<file path="config.mk">
export PLATFORM = sky130hd
export DESIGN_NAME = rstreq_init
export DESIGN_NICKNAME = d
export VERILOG_FILES = /design/src/rtl/rstreq_pkg.sv /design/src/rtl/rstreq_sync.sv /design/src/rtl/rstreq_decode.sv /design/src/rtl/rstreq_seq.sv /design/src/rtl/rstreq_init.sv
export SDC_FILE = /design/constraint.sdc
export NUM_CORES = 1
export LEC_CHECK = 0
export CORE_ASPECT_RATIO = 2
export CORE_MARGIN = 10
export CORE_UTILIZATION = 34
export DETAILED_ROUTE_END_ITERATION = 10
export GPL_ROUTABILITY_DRIVEN = 0
export PLACE_DENSITY_LB_ADDON = 0.2
export SKIP_CTS_REPAIR_TIMING = 1
export SLEW_MARGIN = 20
export SYNTH_ARGS = -nofsm -noshare
export SYNTH_HDL_FRONTEND = slang
export SYNTH_SLANG_ARGS = --single-unit
</file>
<file path="constraint.sdc">
create_clock -name clk -period 1.6 [get_ports clk]
set_clock_uncertainty 0.2 [all_clocks]
set_input_delay 0.16 -clock clk [delete_from_list [all_inputs] [get_ports clk]]
set_output_delay 0.16 -clock clk [all_outputs]
set_load 0.01 [all_outputs]
</file>
<file path="src/rtl/rstreq_pkg.sv">
package rstreq_pkg;

    typedef enum logic [2:0] {
        ST_HOLD   = 3'd0,
        ST_EVT    = 3'd1,
        ST_ARCH   = 3'd2,
        ST_INIT   = 3'd3,
        ST_BRANCH = 3'd4,
        ST_RUN    = 3'd5
    } seq_state_e;

    typedef enum logic [1:0] {
        CAUSE_PIN     = 2'd0,
        CAUSE_DBG     = 2'd1,
        CAUSE_WDT_POR = 2'd2,
        CAUSE_WDT_MAN = 2'd3
    } cause_e;

    typedef struct packed {
        logic       md;
        logic       rb;
        logic       bl;
        logic       fd;
        logic [3:0] imask;
    } stat_t;

    localparam stat_t STAT_CLEAR = '{md: 1'b0, rb: 1'b0, bl: 1'b0, fd: 1'b0, imask: 4'h0};
    localparam stat_t STAT_BOOT  = '{md: 1'b1, rb: 1'b1, bl: 1'b1, fd: 1'b0, imask: 4'hF};

endpackage

</file>
<file path="src/rtl/rstreq_sync.sv">
module rstreq_sync #(
    parameter int STAGES = 2
) (
    input  logic clk,
    input  logic pin_n,
    output logic pin_req
);
    logic [STAGES-1:0] chain_d, chain_q;

    generate
        if (STAGES == 1) begin : g_single
            always_comb chain_d = 1'b1;
        end else begin : g_multi
            always_comb chain_d = {chain_q[STAGES-2:0], 1'b1};
        end
    endgenerate

    always_ff @(posedge clk or negedge pin_n) begin
        if (!pin_n) chain_q <= '0;
        else        chain_q <= chain_d;
    end

    assign pin_req = ~chain_q[STAGES-1];
endmodule

</file>
<file path="src/rtl/rstreq_decode.sv">
module rstreq_decode
    import rstreq_pkg::*;
(
    input  logic   pin_req,
    input  logic   dbg_req,
    input  logic   wdt_ovf,
    input  logic   wdt_mode,
    input  logic   wdt_rsel,
    output logic   por_req,
    output logic   man_req,
    output cause_e por_cause,
    output logic   itv_irq
);
    logic wdt_por, wdt_man;

    always_comb begin
        wdt_por = wdt_ovf & wdt_mode & ~wdt_rsel;
        wdt_man = wdt_ovf & wdt_mode &  wdt_rsel;
        itv_irq = wdt_ovf & ~wdt_mode;
        por_req = pin_req | dbg_req | wdt_por;
        man_req = wdt_man & ~por_req;
        if (pin_req)      por_cause = CAUSE_PIN;
        else if (dbg_req) por_cause = CAUSE_DBG;
        else              por_cause = CAUSE_WDT_POR;
    end
endmodule

</file>
<file path="src/rtl/rstreq_seq.sv">
module rstreq_seq
    import rstreq_pkg::*;
#(
    parameter int          INIT_CYCLES = 4,
    parameter logic [31:0] VEC_ADDR    = 32'hA000_0000,
    parameter logic [11:0] POR_CODE    = 12'h000,
    parameter logic [11:0] MAN_CODE    = 12'h020
) (
    input  logic        clk,
    input  logic        arst_n,
    input  logic        por_req,
    input  logic        man_req,
    input  cause_e      por_cause,
    output logic        por_active,
    output logic        man_active,
    output logic        init_req,
    output logic        running,
    output cause_e      cause,
    output logic [11:0] expevt,
    output logic [31:0] vbr,
    output stat_t       stat,
    output logic [31:0] pc
);
    localparam int CNT_W = (INIT_CYCLES > 1) ? $clog2(INIT_CYCLES) : 1;
    localparam logic [CNT_W-1:0] CNT_LAST = CNT_W'(INIT_CYCLES - 1);

    typedef struct packed {
        seq_state_e       state;
        logic             is_por;
        logic [CNT_W-1:0] cnt;
        cause_e           cause;
        logic [11:0]      expevt;
        logic [31:0]      vbr;
        stat_t            stat;
        logic [31:0]      pc;
    } seq_t;

    seq_t d, q;
    logic in_por_seq;

    always_comb begin
        d          = q;
        in_por_seq = q.is_por && (q.state != ST_RUN);
        if (por_req) begin
            d.state  = ST_HOLD;
            d.is_por = 1'b1;
            d.cause  = por_cause;
            d.cnt    = '0;
        end else if (man_req && !in_por_seq) begin
            d.state  = ST_HOLD;
            d.is_por = 1'b0;
            d.cause  = CAUSE_WDT_MAN;
            d.cnt    = '0;
        end else begin
            case (q.state)
                ST_HOLD: d.state = ST_EVT;
                ST_EVT: begin
                    d.expevt = q.is_por ? POR_CODE : MAN_CODE;
                    d.state  = ST_ARCH;
                end
                ST_ARCH: begin
                    d.vbr   = 32'h0;
                    d.stat  = STAT_BOOT;
                    d.cnt   = '0;
                    d.state = ST_INIT;
                end
                ST_INIT: begin
                    if (q.cnt == CNT_LAST) d.state = ST_BRANCH;
                    else                   d.cnt   = q.cnt + 1'b1;
                end
                ST_BRANCH: begin
                    d.pc    = VEC_ADDR;
                    d.state = ST_RUN;
                end
                default: d.state = ST_RUN;
            endcase
        end
    end

    always_ff @(posedge clk or negedge arst_n) begin
        if (!arst_n) begin
            q.state  <= ST_HOLD;
            q.is_por <= 1'b1;
            q.cnt    <= '0;
            q.cause  <= CAUSE_PIN;
            q.expevt <= 12'h0;
            q.vbr    <= 32'h0;
            q.stat   <= STAT_CLEAR;
            q.pc     <= 32'h0;
        end else begin
            q <= d;
        end
    end

    assign por_active = (q.state != ST_RUN) &&  q.is_por;
    assign man_active = (q.state != ST_RUN) && !q.is_por;
    assign init_req   = (q.state == ST_INIT);
    assign running    = (q.state == ST_RUN);
    assign cause      = q.cause;
    assign expevt     = q.expevt;
    assign vbr        = q.vbr;
    assign stat       = q.stat;
    assign pc         = q.pc;
endmodule

</file>
<file path="src/rtl/rstreq_init.sv">
module rstreq_init
    import rstreq_pkg::*;
#(
    parameter int          SYNC_STAGES = 2,
    parameter int          INIT_CYCLES = 4,
    parameter logic [31:0] VEC_ADDR    = 32'hA000_0000,
    parameter logic [11:0] POR_CODE    = 12'h000,
    parameter logic [11:0] MAN_CODE    = 12'h020
) (
    input  logic        clk,
    input  logic        ext_rst_n,
    input  logic        wdt_ovf,
    input  logic        wdt_mode,
    input  logic        wdt_rsel,
    input  logic        dbg_rst_req,
    output logic        por_active_o,
    output logic        mrst_active_o,
    output logic        itv_irq_o,
    output logic        init_req_o,
    output logic        running_o,
    output logic [1:0]  cause_o,
    output logic [11:0] expevt_o,
    output logic [31:0] vbr_o,
    output logic        sr_md_o,
    output logic        sr_rb_o,
    output logic        sr_bl_o,
    output logic        sr_fd_o,
    output logic [3:0]  sr_imask_o,
    output logic [31:0] pc_o
);
    logic   pin_req, por_req, man_req;
    cause_e por_cause, cause;
    stat_t  stat;

    rstreq_sync #(.STAGES(SYNC_STAGES)) u_sync (
        .clk     (clk),
        .pin_n   (ext_rst_n),
        .pin_req (pin_req)
    );

    rstreq_decode u_dec (
        .pin_req   (pin_req),
        .dbg_req   (dbg_rst_req),
        .wdt_ovf   (wdt_ovf),
        .wdt_mode  (wdt_mode),
        .wdt_rsel  (wdt_rsel),
        .por_req   (por_req),
        .man_req   (man_req),
        .por_cause (por_cause),
        .itv_irq   (itv_irq_o)
    );

    rstreq_seq #(
        .INIT_CYCLES (INIT_CYCLES),
        .VEC_ADDR    (VEC_ADDR),
        .POR_CODE    (POR_CODE),
        .MAN_CODE    (MAN_CODE)
    ) u_seq (
        .clk        (clk),
        .arst_n     (ext_rst_n),
        .por_req    (por_req),
        .man_req    (man_req),
        .por_cause  (por_cause),
        .por_active (por_active_o),
        .man_active (mrst_active_o),
        .init_req   (init_req_o),
        .running    (running_o),
        .cause      (cause),
        .expevt     (expevt_o),
        .vbr        (vbr_o),
        .stat       (stat),
        .pc         (pc_o)
    );

    assign cause_o    = cause;
    assign sr_md_o    = stat.md;
    assign sr_rb_o    = stat.rb;
    assign sr_bl_o    = stat.bl;
    assign sr_fd_o    = stat.fd;
    assign sr_imask_o = stat.imask;
endmodule

</file>
==> results_dict.tcl <==
set metrics [dict create \
    wl_per_cell_um 12.3 \
    cts_tree "done" \
    ir_drop_v 0.000432 \
    cp.required_ns 1.24 \
    startpoint_type "flip-flop" \
    synth_top_area_share_pct 49.6 \
    filler_instances 387 \
    most_frequent_cell_after_synthesis "sky130_fd_sc_hd__buf_4" \
    overflow 0 \
    synth_top_cells_by_count "85 x sky130_fd_sc_hd__buf_4, 12 x sky130_fd_sc_hd__dfrtp_1, 5 x sky130_fd_sc_hd__a21oi_1, 4 x sky130_fd_sc_hd__inv_1, 4 x sky130_fd_sc_hd__nand2_1" \
    finalCriticalPeriod_ns 1.54 \
    p_leak_nw 0.788 \
    detailedRoute.firstIterationViolations 7 \
    io_buffer_count 22 \
    finish.net_count 180 \
    die-height_um 107 \
    global_route.usage.met1_pct 6.33 \
    areaGrowthSynthToFinish_pct 6.71 \
    dp_worst_setup_slack_ns -0.142 \
    grt_max_degree 14 \
    grt_use_met3_pct 4.90 \
    cp_max_fo 3 \
    hold_viol 0 \
    floorplan.initialDensity_pct 35.3 \
    number_of_antenna_violations_at_the_first_check_in_global_routing 0 \
    cts_buffer_depth 2 \
    postRouteWirelength_mm 2.72 \
    report.final.slew_viol_count 0 \
    post-route-drc-count 0 \
    outcome "completed" \
    synth_sequential_area_ratio_pct 25.4 \
    synth_cell_types 30 \
    ios 97 \
    critPathArrivalTime_ns 1.18 \
    most_used_flip_flop_cell_after_synthesis "sky130_fd_sc_hd__dfrtp_1" \
    report.power.total_mw 0.863 \
    worstHoldPathType "in -> async" \
    synth.cell_area_um2 1290 \
    asyncSetResetFlopFracSynth_pct 100 \
    final_layout_size_suffix_gt1_share_pct 14.0 \
    synth.avg_cell_area_um2 8.81 \
    global_route.usage.total_pct 7.16 \
    antenna_violating_nets_left 0 \
    ys_top_cells_by_area "sky130_fd_sc_hd__buf_4 50%, sky130_fd_sc_hd__dfrtp_1 23%, sky130_fd_sc_hd__dfstp_2 2.0%" \
    total_area_of_multi_input_combinational_cells_um2 583 \
    clk-insertion-delay-late_ns 0.24 \
    cts_bufs_inserted 3 \
    setup_violations 0 \
    synth_enable_flop_cells 0 \
    clock-root-buffer "sky130_fd_sc_hd__clkbuf_8" \
    max_freq_mhz 651 \
    dieArea_um2 6790 \
    drv_cap 0 \
    insertedDiodeCount 0 \
    power_density_nw_per_um2 629 \
    grt_first_pass_wirelength_mm 4.04 \
    yosysWarningCount 0 \
    numClockSinks 13 \
    worst-setup-path-type "reg -> out" \
    dpl.hpwl_mm 2.39 \
    synth_cells 146 \
    routed_via_density 3.54 \
    final.period_utilization_pct 95.9 \
    grt_busiest_layer "met2" \
    placementRows 31 \
    die_x_um 63.5 \
    least_setup_slack_across_all_paths_after_layout_ns 0.0649 \
    vias 782 \
    synth_largest_area_cell "sky130_fd_sc_hd__buf_4" \
    core_area_um2 3650 \
    yosys_register_bits 13 \
    cts.htree.levels 1 \
    first_global_vias 875 \
    dr.pass1.iters 4 \
    grt_util_met2_pct 12.1 \
    critical_path.endpoint_type "primary output" \
    seq_area_um2 328 \
    clkTransAtPathRegs_ns 0.06 \
    rsz0062_at_grt "false" \
]
## sequential cells by signal, indices dropped and copies added (netlist names)
signal and cells:
u_seq.pc 1, u_seq.expevt 1, u_seq.cause 2, u_seq.q 6, u_sync.chain_q 2, u_seq.stat 1
## routing by layer
layer,part of all wire [%],routed length [um],vias up
met1,36,968,348
li1,-,-,366
met4,0.51,14,0
met2,50,1360,66
met3,14,379,2
met5,0,0,-
## per-stage QoR
| stage | std cells | TNS, ns | hold slack, ns | utilization (%) | cell area [um2] |
|---|---|---|---|---|---|
| finish | 221 | 0 | 0.0241 | 37.6 | 1370 |
| CTS | 221 | -1.57 | 0.0223 | 36.7 | 1340 |
| floorplan | 219 | 0 | -0.336 | - | 1560 |
| global route | 221 | 0 | 0.0349 | 37.6 | 1370 |
| detailed placement | 217 | -0.593 | 0.145 | 35.5 | 1290 |
| global placement | 217 | -0.392 | 0.134 | 35.5 | 1290 |
## layout by cell type (no fill, tap or decap), types with 2 or more instances in the layout
cell type                         instances
sky130_fd_sc_hd__a21oi_1                  5
sky130_fd_sc_hd__clkdlybuf4s50_1         10
sky130_fd_sc_hd__nor2_1                   3
sky130_fd_sc_hd__and2_1                   2
sky130_fd_sc_hd__dfrtp_1                 11
sky130_fd_sc_hd__clkbuf_8                 3
sky130_fd_sc_hd__dlymetal6s2s_1          12
sky130_fd_sc_hd__o31a_1                   2
sky130_fd_sc_hd__a31oi_1                  3
sky130_fd_sc_hd__nand2_1                  4
sky130_fd_sc_hd__or2b_1                   2
sky130_fd_sc_hd__conb_1                  75
sky130_fd_sc_hd__buf_4                   12
sky130_fd_sc_hd__and2_2                   2
sky130_fd_sc_hd__o21ai_0                  3
sky130_fd_sc_hd__inv_1                    4
## cells by family (layout without fill, tap and decap cells)
family | Yosys count | after routing | share of synthesized area, %
buf+inv | 89 | 42 | 50.8
simple gates | 22 | 22 | 12.4
compound gates | 19 | 19 | 9.92
flops | 13 | 13 | 25.4
other cells | 2 | 75 | 0.584
fa+ha+maj | 1 | 1 | 0.973
## final cells by class
type | instances | area share [%]
inverter | 4 | 1.09
multi-input combinational | 117 | 42.5
timing repair buffer | 34 | 24.8
sequential | 13 | 23.9
tap | 49 | 4.47
clock buffer | 4 | 3.28
## where the power goes
group	leakage [nW]	total [mW]	internal [mW]	switching (mW)
logic	0.603	0.213	0.0728	0.141
registers	0.162	0.358	0.347	0.0117
clock network	0.0228	0.291	0.175	0.115
## path summary, 6_finish.rpt
kind / from / endpoint / slack [ns] / cells after the start
max in group asynchronous: ext_rst_n / u_seq.q[88] / 0.93 / 2
min in group clk: u_sync.chain_q[0] / u_sync.chain_q[1] / 0.16 / 0
worst max-delay path: u_seq.q[89] / init_req_o / 0.06 / 3
worst min register to register: u_sync.chain_q[0] / u_sync.chain_q[1] / 0.16 / 0
worst min-delay path: ext_rst_n / u_seq.cause[1] / 0.02 / 2
worst max register to register: u_seq.q[88] / u_seq.stat[7] / 0.10 / 4
## worst max-delay path: stages, from the launching register on
cell	delay (ns)
sky130_fd_sc_hd__dfrtp_1	0.41
sky130_fd_sc_hd__nor2b_2	0.17
sky130_fd_sc_hd__and2_2	0.18
sky130_fd_sc_hd__dlymetal6s2s_1	0.17
No activity file was read; power rests on OpenSTA's default activity.
